===== src/rtl/cfgreg_pkg.sv =====
package cfgreg_pkg;

    typedef logic [7:0] byte_t;

    typedef enum logic [1:0] {
        PORT_NONE  = 2'd0,
        PORT_INDEX = 2'd1,
        PORT_DATA  = 2'd2
    } port_sel_e;

    // Bit of the miscellaneous register that mirrors the A20 gate.
    localparam int unsigned A20_BIT = 1;

    // Writable bits of the miscellaneous register.
    localparam byte_t MISC_MASK = 8'hE6;

    // Start-up value per register offset.
    function automatic byte_t reset_value(int unsigned off);
        byte_t v;
        case (off)
            5:       v = 8'h7F;
            10:      v = 8'hA0;
            11:      v = 8'h63;
            12:      v = 8'h10;
            15:      v = 8'h12;
            default: v = 8'h00;
        endcase
        return v;
    endfunction

    // Writable-bit mask per register offset.
    function automatic byte_t write_mask(int unsigned off, int unsigned misc_off);
        return (off == misc_off) ? MISC_MASK : 8'hFF;
    endfunction

endpackage


===== src/rtl/cfgreg_decode.sv =====
module cfgreg_decode
    import cfgreg_pkg::*;
#(
    parameter int unsigned ADDR_W    = 16,
    parameter int unsigned IDX_PORT  = 16'h0022,
    parameter int unsigned DATA_PORT = 16'h0023,
    parameter int unsigned IDX_BASE  = 8'h60,
    parameter int unsigned NUM_REGS  = 16,
    localparam int unsigned OFF_W    = $clog2(NUM_REGS)
) (
    input  logic [ADDR_W-1:0] io_addr,
    input  logic              io_wr,
    input  byte_t             idx_q,
    output port_sel_e         sel,
    output logic              idx_wr,
    output logic              data_wr,
    output logic              idx_valid,
    output logic [OFF_W-1:0]  offset
);
    localparam logic [8:0] LO = 9'(IDX_BASE);
    localparam logic [8:0] HI = 9'(IDX_BASE + NUM_REGS);

    logic [8:0] idx_ext;
    byte_t      diff;

    always_comb begin
        if (io_addr == ADDR_W'(IDX_PORT))       sel = PORT_INDEX;
        else if (io_addr == ADDR_W'(DATA_PORT)) sel = PORT_DATA;
        else                                    sel = PORT_NONE;
    end

    assign idx_ext   = {1'b0, idx_q};
    assign idx_valid = (idx_ext >= LO) && (idx_ext < HI);
    assign diff      = idx_q - 8'(IDX_BASE);
    assign offset    = diff[OFF_W-1:0];
    assign idx_wr    = io_wr && (sel == PORT_INDEX);
    assign data_wr   = io_wr && (sel == PORT_DATA);
endmodule


===== src/rtl/cfgreg_bank.sv =====
module cfgreg_bank
    import cfgreg_pkg::*;
#(
    parameter int unsigned NUM_REGS = 16,
    parameter int unsigned MISC_OFF = 15,
    localparam int unsigned OFF_W   = $clog2(NUM_REGS)
) (
    input  logic                         clk,
    input  logic                         rst,
    input  logic                         data_wr,
    input  logic                         idx_valid,
    input  logic [OFF_W-1:0]             offset,
    input  byte_t                        wdata,
    output logic [NUM_REGS-1:0][7:0]     regs_q,
    output logic                         a20_q
);
    localparam byte_t MISC_RST = reset_value(MISC_OFF) & write_mask(MISC_OFF, MISC_OFF);

    logic wr_ok;
    assign wr_ok = data_wr && idx_valid;

    for (genvar g = 0; g < NUM_REGS; g++) begin : g_reg
        localparam byte_t MASK = write_mask(g, MISC_OFF);
        localparam byte_t RST  = reset_value(g) & MASK;
        byte_t q;

        always_ff @(posedge clk) begin
            if (rst) begin
                q <= RST;
            end else if (wr_ok && (offset == OFF_W'(g))) begin
                q <= (q & ~MASK) | (wdata & MASK);
            end
        end
        assign regs_q[g] = q;
    end

    always_ff @(posedge clk) begin
        if (rst) begin
            a20_q <= MISC_RST[A20_BIT];
        end else if (wr_ok && (offset == OFF_W'(MISC_OFF))) begin
            a20_q <= wdata[A20_BIT];
        end
    end
endmodule


===== src/rtl/cfgreg_rdmux.sv =====
module cfgreg_rdmux
    import cfgreg_pkg::*;
#(
    parameter int unsigned NUM_REGS = 16,
    parameter int unsigned MISC_OFF = 15,
    localparam int unsigned OFF_W   = $clog2(NUM_REGS)
) (
    input  port_sel_e                sel,
    input  logic                     idx_valid,
    input  logic [OFF_W-1:0]         offset,
    input  byte_t                    idx_q,
    input  logic [NUM_REGS-1:0][7:0] regs_q,
    input  logic                     a20_q,
    output byte_t                    rdata
);
    always_comb begin
        rdata = 8'hFF;
        case (sel)
            PORT_INDEX: rdata = idx_q;
            PORT_DATA: begin
                if (idx_valid) begin
                    rdata = regs_q[offset];
                    if (offset == OFF_W'(MISC_OFF)) begin
                        rdata[A20_BIT] = a20_q;
                    end
                end
            end
            default: rdata = 8'hFF;
        endcase
    end
endmodule


===== src/rtl/cfgreg_file.sv =====
module cfgreg_file
    import cfgreg_pkg::*;
#(
    parameter int unsigned ADDR_W    = 16,
    parameter int unsigned IDX_PORT  = 16'h0022,
    parameter int unsigned DATA_PORT = 16'h0023,
    parameter int unsigned IDX_BASE  = 8'h60,
    parameter int unsigned NUM_REGS  = 16
) (
    input  logic              clk,
    input  logic              rst,
    input  logic [ADDR_W-1:0] io_addr,
    input  logic              io_wr,
    input  logic [7:0]        io_wdata,
    output logic [7:0]        io_rdata,
    output logic              a20_gate,
    output logic              chg_stb,
    output logic [7:0]        chg_idx
);
    localparam int unsigned OFF_W    = $clog2(NUM_REGS);
    localparam int unsigned MISC_OFF = NUM_REGS - 1;

    byte_t                    idx_q;
    port_sel_e                sel;
    logic                     idx_wr;
    logic                     data_wr;
    logic                     idx_valid;
    logic [OFF_W-1:0]         offset;
    logic [NUM_REGS-1:0][7:0] regs_q;
    logic                     a20_q;
    logic                     stb_q;
    byte_t                    stb_idx_q;

    cfgreg_decode #(
        .ADDR_W(ADDR_W), .IDX_PORT(IDX_PORT), .DATA_PORT(DATA_PORT),
        .IDX_BASE(IDX_BASE), .NUM_REGS(NUM_REGS)
    ) u_decode (
        .io_addr(io_addr), .io_wr(io_wr), .idx_q(idx_q),
        .sel(sel), .idx_wr(idx_wr), .data_wr(data_wr),
        .idx_valid(idx_valid), .offset(offset)
    );

    cfgreg_bank #(.NUM_REGS(NUM_REGS), .MISC_OFF(MISC_OFF)) u_bank (
        .clk(clk), .rst(rst), .data_wr(data_wr), .idx_valid(idx_valid),
        .offset(offset), .wdata(io_wdata), .regs_q(regs_q), .a20_q(a20_q)
    );

    cfgreg_rdmux #(.NUM_REGS(NUM_REGS), .MISC_OFF(MISC_OFF)) u_rdmux (
        .sel(sel), .idx_valid(idx_valid), .offset(offset), .idx_q(idx_q),
        .regs_q(regs_q), .a20_q(a20_q), .rdata(io_rdata)
    );

    always_ff @(posedge clk) begin
        if (rst) begin
            idx_q     <= 8'h00;
            stb_q     <= 1'b0;
            stb_idx_q <= 8'h00;
        end else begin
            if (idx_wr) idx_q <= io_wdata;
            stb_q <= data_wr && idx_valid;
            if (data_wr && idx_valid) stb_idx_q <= idx_q;
        end
    end

    assign a20_gate = a20_q;
    assign chg_stb  = stb_q;
    assign chg_idx  = stb_idx_q;
endmodule


===== config.mk =====
export PLATFORM = sky130hd
export DESIGN_NAME = cfgreg_file
export DESIGN_NICKNAME = d
export VERILOG_FILES = /design/src/rtl/cfgreg_pkg.sv /design/src/rtl/cfgreg_decode.sv /design/src/rtl/cfgreg_bank.sv /design/src/rtl/cfgreg_rdmux.sv /design/src/rtl/cfgreg_file.sv
export SDC_FILE = /design/constraint.sdc
export NUM_CORES = 1
export LEC_CHECK = 0
export BUFFER_PORTS_ARGS = -buffer_cell sky130_fd_sc_hd__buf_2
export CELL_PAD_IN_SITES_DETAIL_PLACEMENT = 1
export CELL_PAD_IN_SITES_GLOBAL_PLACEMENT = 1
export CORE_MARGIN = 2
export CORE_UTILIZATION = 35
export DETAILED_ROUTE_END_ITERATION = 16
export PLACE_DENSITY = 0.65
export SLEW_MARGIN = 10
export SYNTH_ARGS = -nofsm -noshare
export SYNTH_HDL_FRONTEND = slang
export SYNTH_HIERARCHICAL = 1
export SYNTH_SLANG_ARGS = --single-unit

===== constraint.sdc =====
create_clock -name clk -period 1.9 [get_ports clk]
set_input_delay 0.19 -clock clk [delete_from_list [all_inputs] [get_ports clk]]
set_output_delay 0.19 -clock clk [all_outputs]
set_load 0.01 [all_outputs]

; ---- After elaboration in Yosys (flattened, before gate mapping)
; Index checks and enable logic that the tools add are counted.
[classes]
muxes = 7
eq_ne = 19
n_reduce_logical = 21
magnitude_cmp = 3
addsub = 1
bitwise_logic = 1
[ops]
columns = op, count
row1 = 8-bit binary-select mux with 4-bit select, 1
row2 = 16-bit by 6-bit == test with 1-bit output (second input constant), 2
row3 = 4-bit == test (second input constant), 8
row4 = 1-bit logical AND, 20
row5 = 4-bit by 3-bit == test with 1-bit output (second input constant), 4
row6 = 8-bit 2-to-1 mux, 2
row7 = 8-bit one-hot mux with 2 select lines, 1
row8 = 4-bit by 2-bit == test with 1-bit output (second input constant), 2
row9 = 8-bit by 7-bit >= comparator with 1-bit output (second input constant), 1
row10 = 8-bit by 7-bit < comparator with 1-bit output (second input constant), 1
row11 = 5-bit by 8-bit OR with 8-bit output, 1
row12 = 4-bit by 5-bit < comparator with 1-bit output (second input constant), 1
row13 = 4-bit by 1-bit == test with 1-bit output (second input constant), 1
row14 = 4-bit zero test, 1
row15 = 2-bit 2-to-1 mux, 2
row16 = 4-bit by 1-bit subtractor with 4-bit output (second input constant), 1
row17 = 2-bit by 1-bit == test with 1-bit output (second input constant), 1
row18 = 2-bit == test (second input constant), 1
row19 = 1-bit 2-to-1 mux, 1
[word_totals]
wordCells = 72
inputBits = 27
out_inout_bits = 18
reg_bits = 146

; ---- Depth between registers and ports, before layout
[depth]
ltp_word = 7
mapped_depth = 10
mapped_depth_nobuf = 9

; ---- Cells and area by module
; The synthesis kept the hierarchy.
[modules_own_cells]
columns = module, area_per_inst_um2, cells_per_inst, seq_area_each_um2, instances
row1 = cfgreg_bank, 5003.5, 451, 2502.4, 1
row2 = cfgreg_rdmux, 1373.8, 163, 0.0, 1
row3 = cfgreg_file, 678.2, 66, 340.3, 1
row4 = cfgreg_decode, 126.4, 16, 0.0, 1

; ---- Worst setup path after synthesis
; Ideal clock, no wire load.
[synth_path]
path_type = in2out
startpoint = input io_addr[7]
endpoint = output io_rdata[3]
arrival_time_ps = 1861
slack_ps = -151
stages = 10
path_buffers = 1
required_time_ps = 1710
path_cell_list = nor4_2 -> nand4_2 -> nor2_1 -> inv_1 -> ha_1 -> buf_1 -> a21oi_1 -> o311ai_0 -> nor3_1 -> a22oi_2
[synth_via]
word_cells_on_any_way = 7
classes_between = eq/ne: 4 / mux: 3
[synth_rtl]
columns = item, line_no
row1 = start: declaration, cfgreg_file.sv:12  ; input logic [ADDR_W-1:0] io_addr,
row2 = 16-bit by 6-bit == test with 1-bit output *, cfgreg_decode.sv:27  ; if (io_addr == ADDR_W'(IDX_PORT)) sel = PORT_INDEX;
row3 = 2-bit 2-to-1 mux *, cfgreg_decode.sv:27
row4 = via sel[0], cfgreg_file.sv:24  ; port_sel_e sel;
row5 = 2-bit == test / 2-bit by 1-bit == test with 1-bit output (equally long branches), cfgreg_rdmux.sv:18  ; case (sel)
row6 = 8-bit one-hot mux with 2 select lines *, cfgreg_rdmux.sv:18
row7 = end: declaration, cfgreg_file.sv:15  ; output logic [7:0] io_rdata,
; Mark *: on every way through the listed nets, which the timed path passes. The rest lies on a longest branch.

; ---- Final worst setup path
[layout_path]
startpoint = register idx_q[3]
endpoint = output io_rdata[1]
[layout_via]
elab_chain_cells = 6
word_cells_on_any_way = 10
classes_between = add/sub: 1 / order compare: 2 / eq/ne: 1 / mux: 5 / reduce/logical: 1
[layout_lines]
columns = item, line_no
row1 = start: declaration, cfgreg_file.sv:23  ; byte_t idx_q;
row2 = start signal: assignment, cfgreg_file.sv:59  ; if (idx_wr) idx_q <= io_wdata;
row3 = 4-bit by 1-bit subtractor with 4-bit output, cfgreg_decode.sv:34  ; assign diff = idx_q - 8'(IDX_BASE);
row4 = 8-bit binary-select mux with 4-bit select, cfgreg_rdmux.sv:22  ; rdata = regs_q[offset];
row5 = 8-bit 2-to-1 mux (not written as such), cfgreg_rdmux.sv:22
row6 = 1-bit 2-to-1 mux, cfgreg_rdmux.sv:23  ; if (offset == OFF_W'(MISC_OFF)) begin
row7 = 8-bit 2-to-1 mux *, cfgreg_rdmux.sv:21  ; if (idx_valid) begin
row8 = 8-bit one-hot mux with 2 select lines *, cfgreg_rdmux.sv:18
; Every way passes the cells marked *; elsewhere a longest branch is shown, timed or not. The select of a mux whose other input is x is not followed.

==> impl_metrics.toml <==
[outcome]
outcome = "finished with violations"
violations = "setup timing"

[drt]
wl_per_cell_um = 20.86
dr_total_vias = 5434
drt_iter0_drc = 245
drt-total-wl_um = 22010
first_pass_iters = 4
ant_nets = 0
viasPerCell = 5.151
remaining_drc_errors = 0

[final_layout]
final_area_um2 = 9005
nets = 801
instances_no_fill = 1055
drive_gt1_frac = 0.3096
mostFrequentLayoutCells = "mux2i_1 (172), dfxtp_1 (136), nand2b_1 (123)"
num_antenna_cells = 0
layout_commonest_cell = "mux2i_1"
area_growth_pct = 25.51

[worst_setup_path]
path_max_fanout = 16
worstSetupPathType = "flip-flop to output pin"
cp.arrival_ns = 2.13
max_stage_delay_ns = 0.39
start_kind = "flip-flop"
path_cells = "buf_12, buf_16, nand3b_1, o211ai_1, nor3_2, a22oi_2, buf_2"
critPathBufInv = 3
cp_slowest_cell = "dfxtp_4"
required_ns = 1.71
critPathTopFamily = "compound AO/OA/AOI/OAI gates"
crit_path_end_kind = "output pin"
reg2reg_slack_ns = -0.20

[clock_network]
cts-hold-fix-buffers = 0
clockBufferDepth = 2
numCtsBuffers = 17
cts_tree = "done"
path_clk_slew_ns = 0.06
clk_latency_ns = 0.43
cts_sinks = 142
clockRootBuffer = "clkbuf_16"
cts_max_level = 4

[power_and_ir_drop]
power_uw = 6721
switching_share = 0.2179
leakagePower_uw = 0.003928
p_switching_uw = 1465
powerDensity_nw_per_um2 = 746.4
pwr-share-clk = 0.525
internal-power_uw = 5256
p_comb_frac = 0.033
peakVddDrop_mv = 0.5772
pwr-share-seq = 0.442

[grt]
grtUsageTotal = 0.2032
grt_max_degree = 47
grt_first_pass_wirelength_um = 33420
grt_overflow = 0
antenna_found_initial = 0
grt_pass1_vias = 5857

[sta]
fin_ws_ns = -0.4151
finalSetupViolCount = 55
max_freq_ghz = 0.4320
setup_tns_ns = -7.369
slew_violations = 0
skew_ns = 0.01357
tightestPinTransition_ns = 0.7169
whs_ns = 0.05122
relSlewSlack = 0.5211
rsz0062_at_grt = "true"
min_period_over_period = 1.218
period_needed_ns = 2.315
hold_violations = 0

[die]
coreArea_um2 = 20170
initial_core_util = 0.3557
dieArea_um2 = 21660
die_y_um = 147.2
dieWidth_um = 147.2
pin_count = 45
core.rowCount = 52

[place]
dp_cells = 1000
hpwl_um = 14200
dpl_cell_area_um2 = 7851
port-buffer-count = 44
finalWeightedCongestion = 0.7860

[synthesis]
netlist_instances = 695
netlist_area_um2 = 7174
ys_warn_count = 6
synth.avg_cell_area_um2 = 10.32

[run]
drv_cap = 0

[worst_hold_path]
worstHoldPathType = "input port to flip-flop"
==> tightest hold or removal path, cell delays in order <==
cell and delay, ns:
buf_2 0.11, mux2i_1 0.07, nor2_1 0.08
==> metrics by stage <==
stage	util	setup slack, ns
2_1_floorplan	-	-0.02562
3_3_place_gp	0.3893	-0.4882
3_5_place_dp	0.3893	-0.5721
4_1_cts	0.4351	-0.4118
5_1_grt	0.4465	-0.4620
6_report	0.4465	-0.4151
==> sequential cells by signal, indices dropped and copies added (netlist names) <==
signal and cells:
u_bank/g.q 125, chg_idx 8, idx_q 8, chg_stb 1
==> power by group through the flow <==
stage | registers [uW] | clock network, uW | logic, uW
floorplan | 3040 | 0 | 121
CTS | 2970 | 3590 | 219
detailed placement | 3040 | 0 | 219
global placement | 3040 | 0 | 210
global route | 2970 | 3730 | 234
finish | 2970 | 3530 | 220
==> layout make-up <==
class	instances	area, um^2
multi-input combinational	485	4183
clock buffer	18	429.2
inverter	5	18.77
clock inverter	14	191.4
timing repair buffer	121	987.2
fill	2196	11160
sequential	142	2858
tap	270	337.8
==> path summary, 6_finish.rpt <==
check | startpoint | endpoint | depth (start not counted)
worst max-delay path | idx_q[3] | io_rdata[1] | 7
worst min-delay path | io_wdata[0] | idx_q[0] | 3
worst max register to register | idx_q[3] | u_bank/g_reg[9].q[1] | 6
worst min register to register | u_bank/g_reg[7].q[2] | u_bank/g_reg[7].q[2] | 2
==> routing by layer <==
layer | GRT usage | vias to the layer above | part of all wire
met5 | 0 | - | 0
met4 | 0.06442 | 0 | 0.022
met3 | 0.04099 | 28 | 0.030
met2 | 0.3780 | 86 | 0.53
met1 | 0.2327 | 2762 | 0.42
li1 | - | 2558 | -
==> repair_timing <==
action | in CTS | in global routing
resized for setup | 42 | 34
buffers inserted | 11 | 8
gates cloned | 2 | 2
pin swaps | 15 | 12
setup endpoints to repair | 16 | 87
No activity file was read; power rests on OpenSTA's default activity.
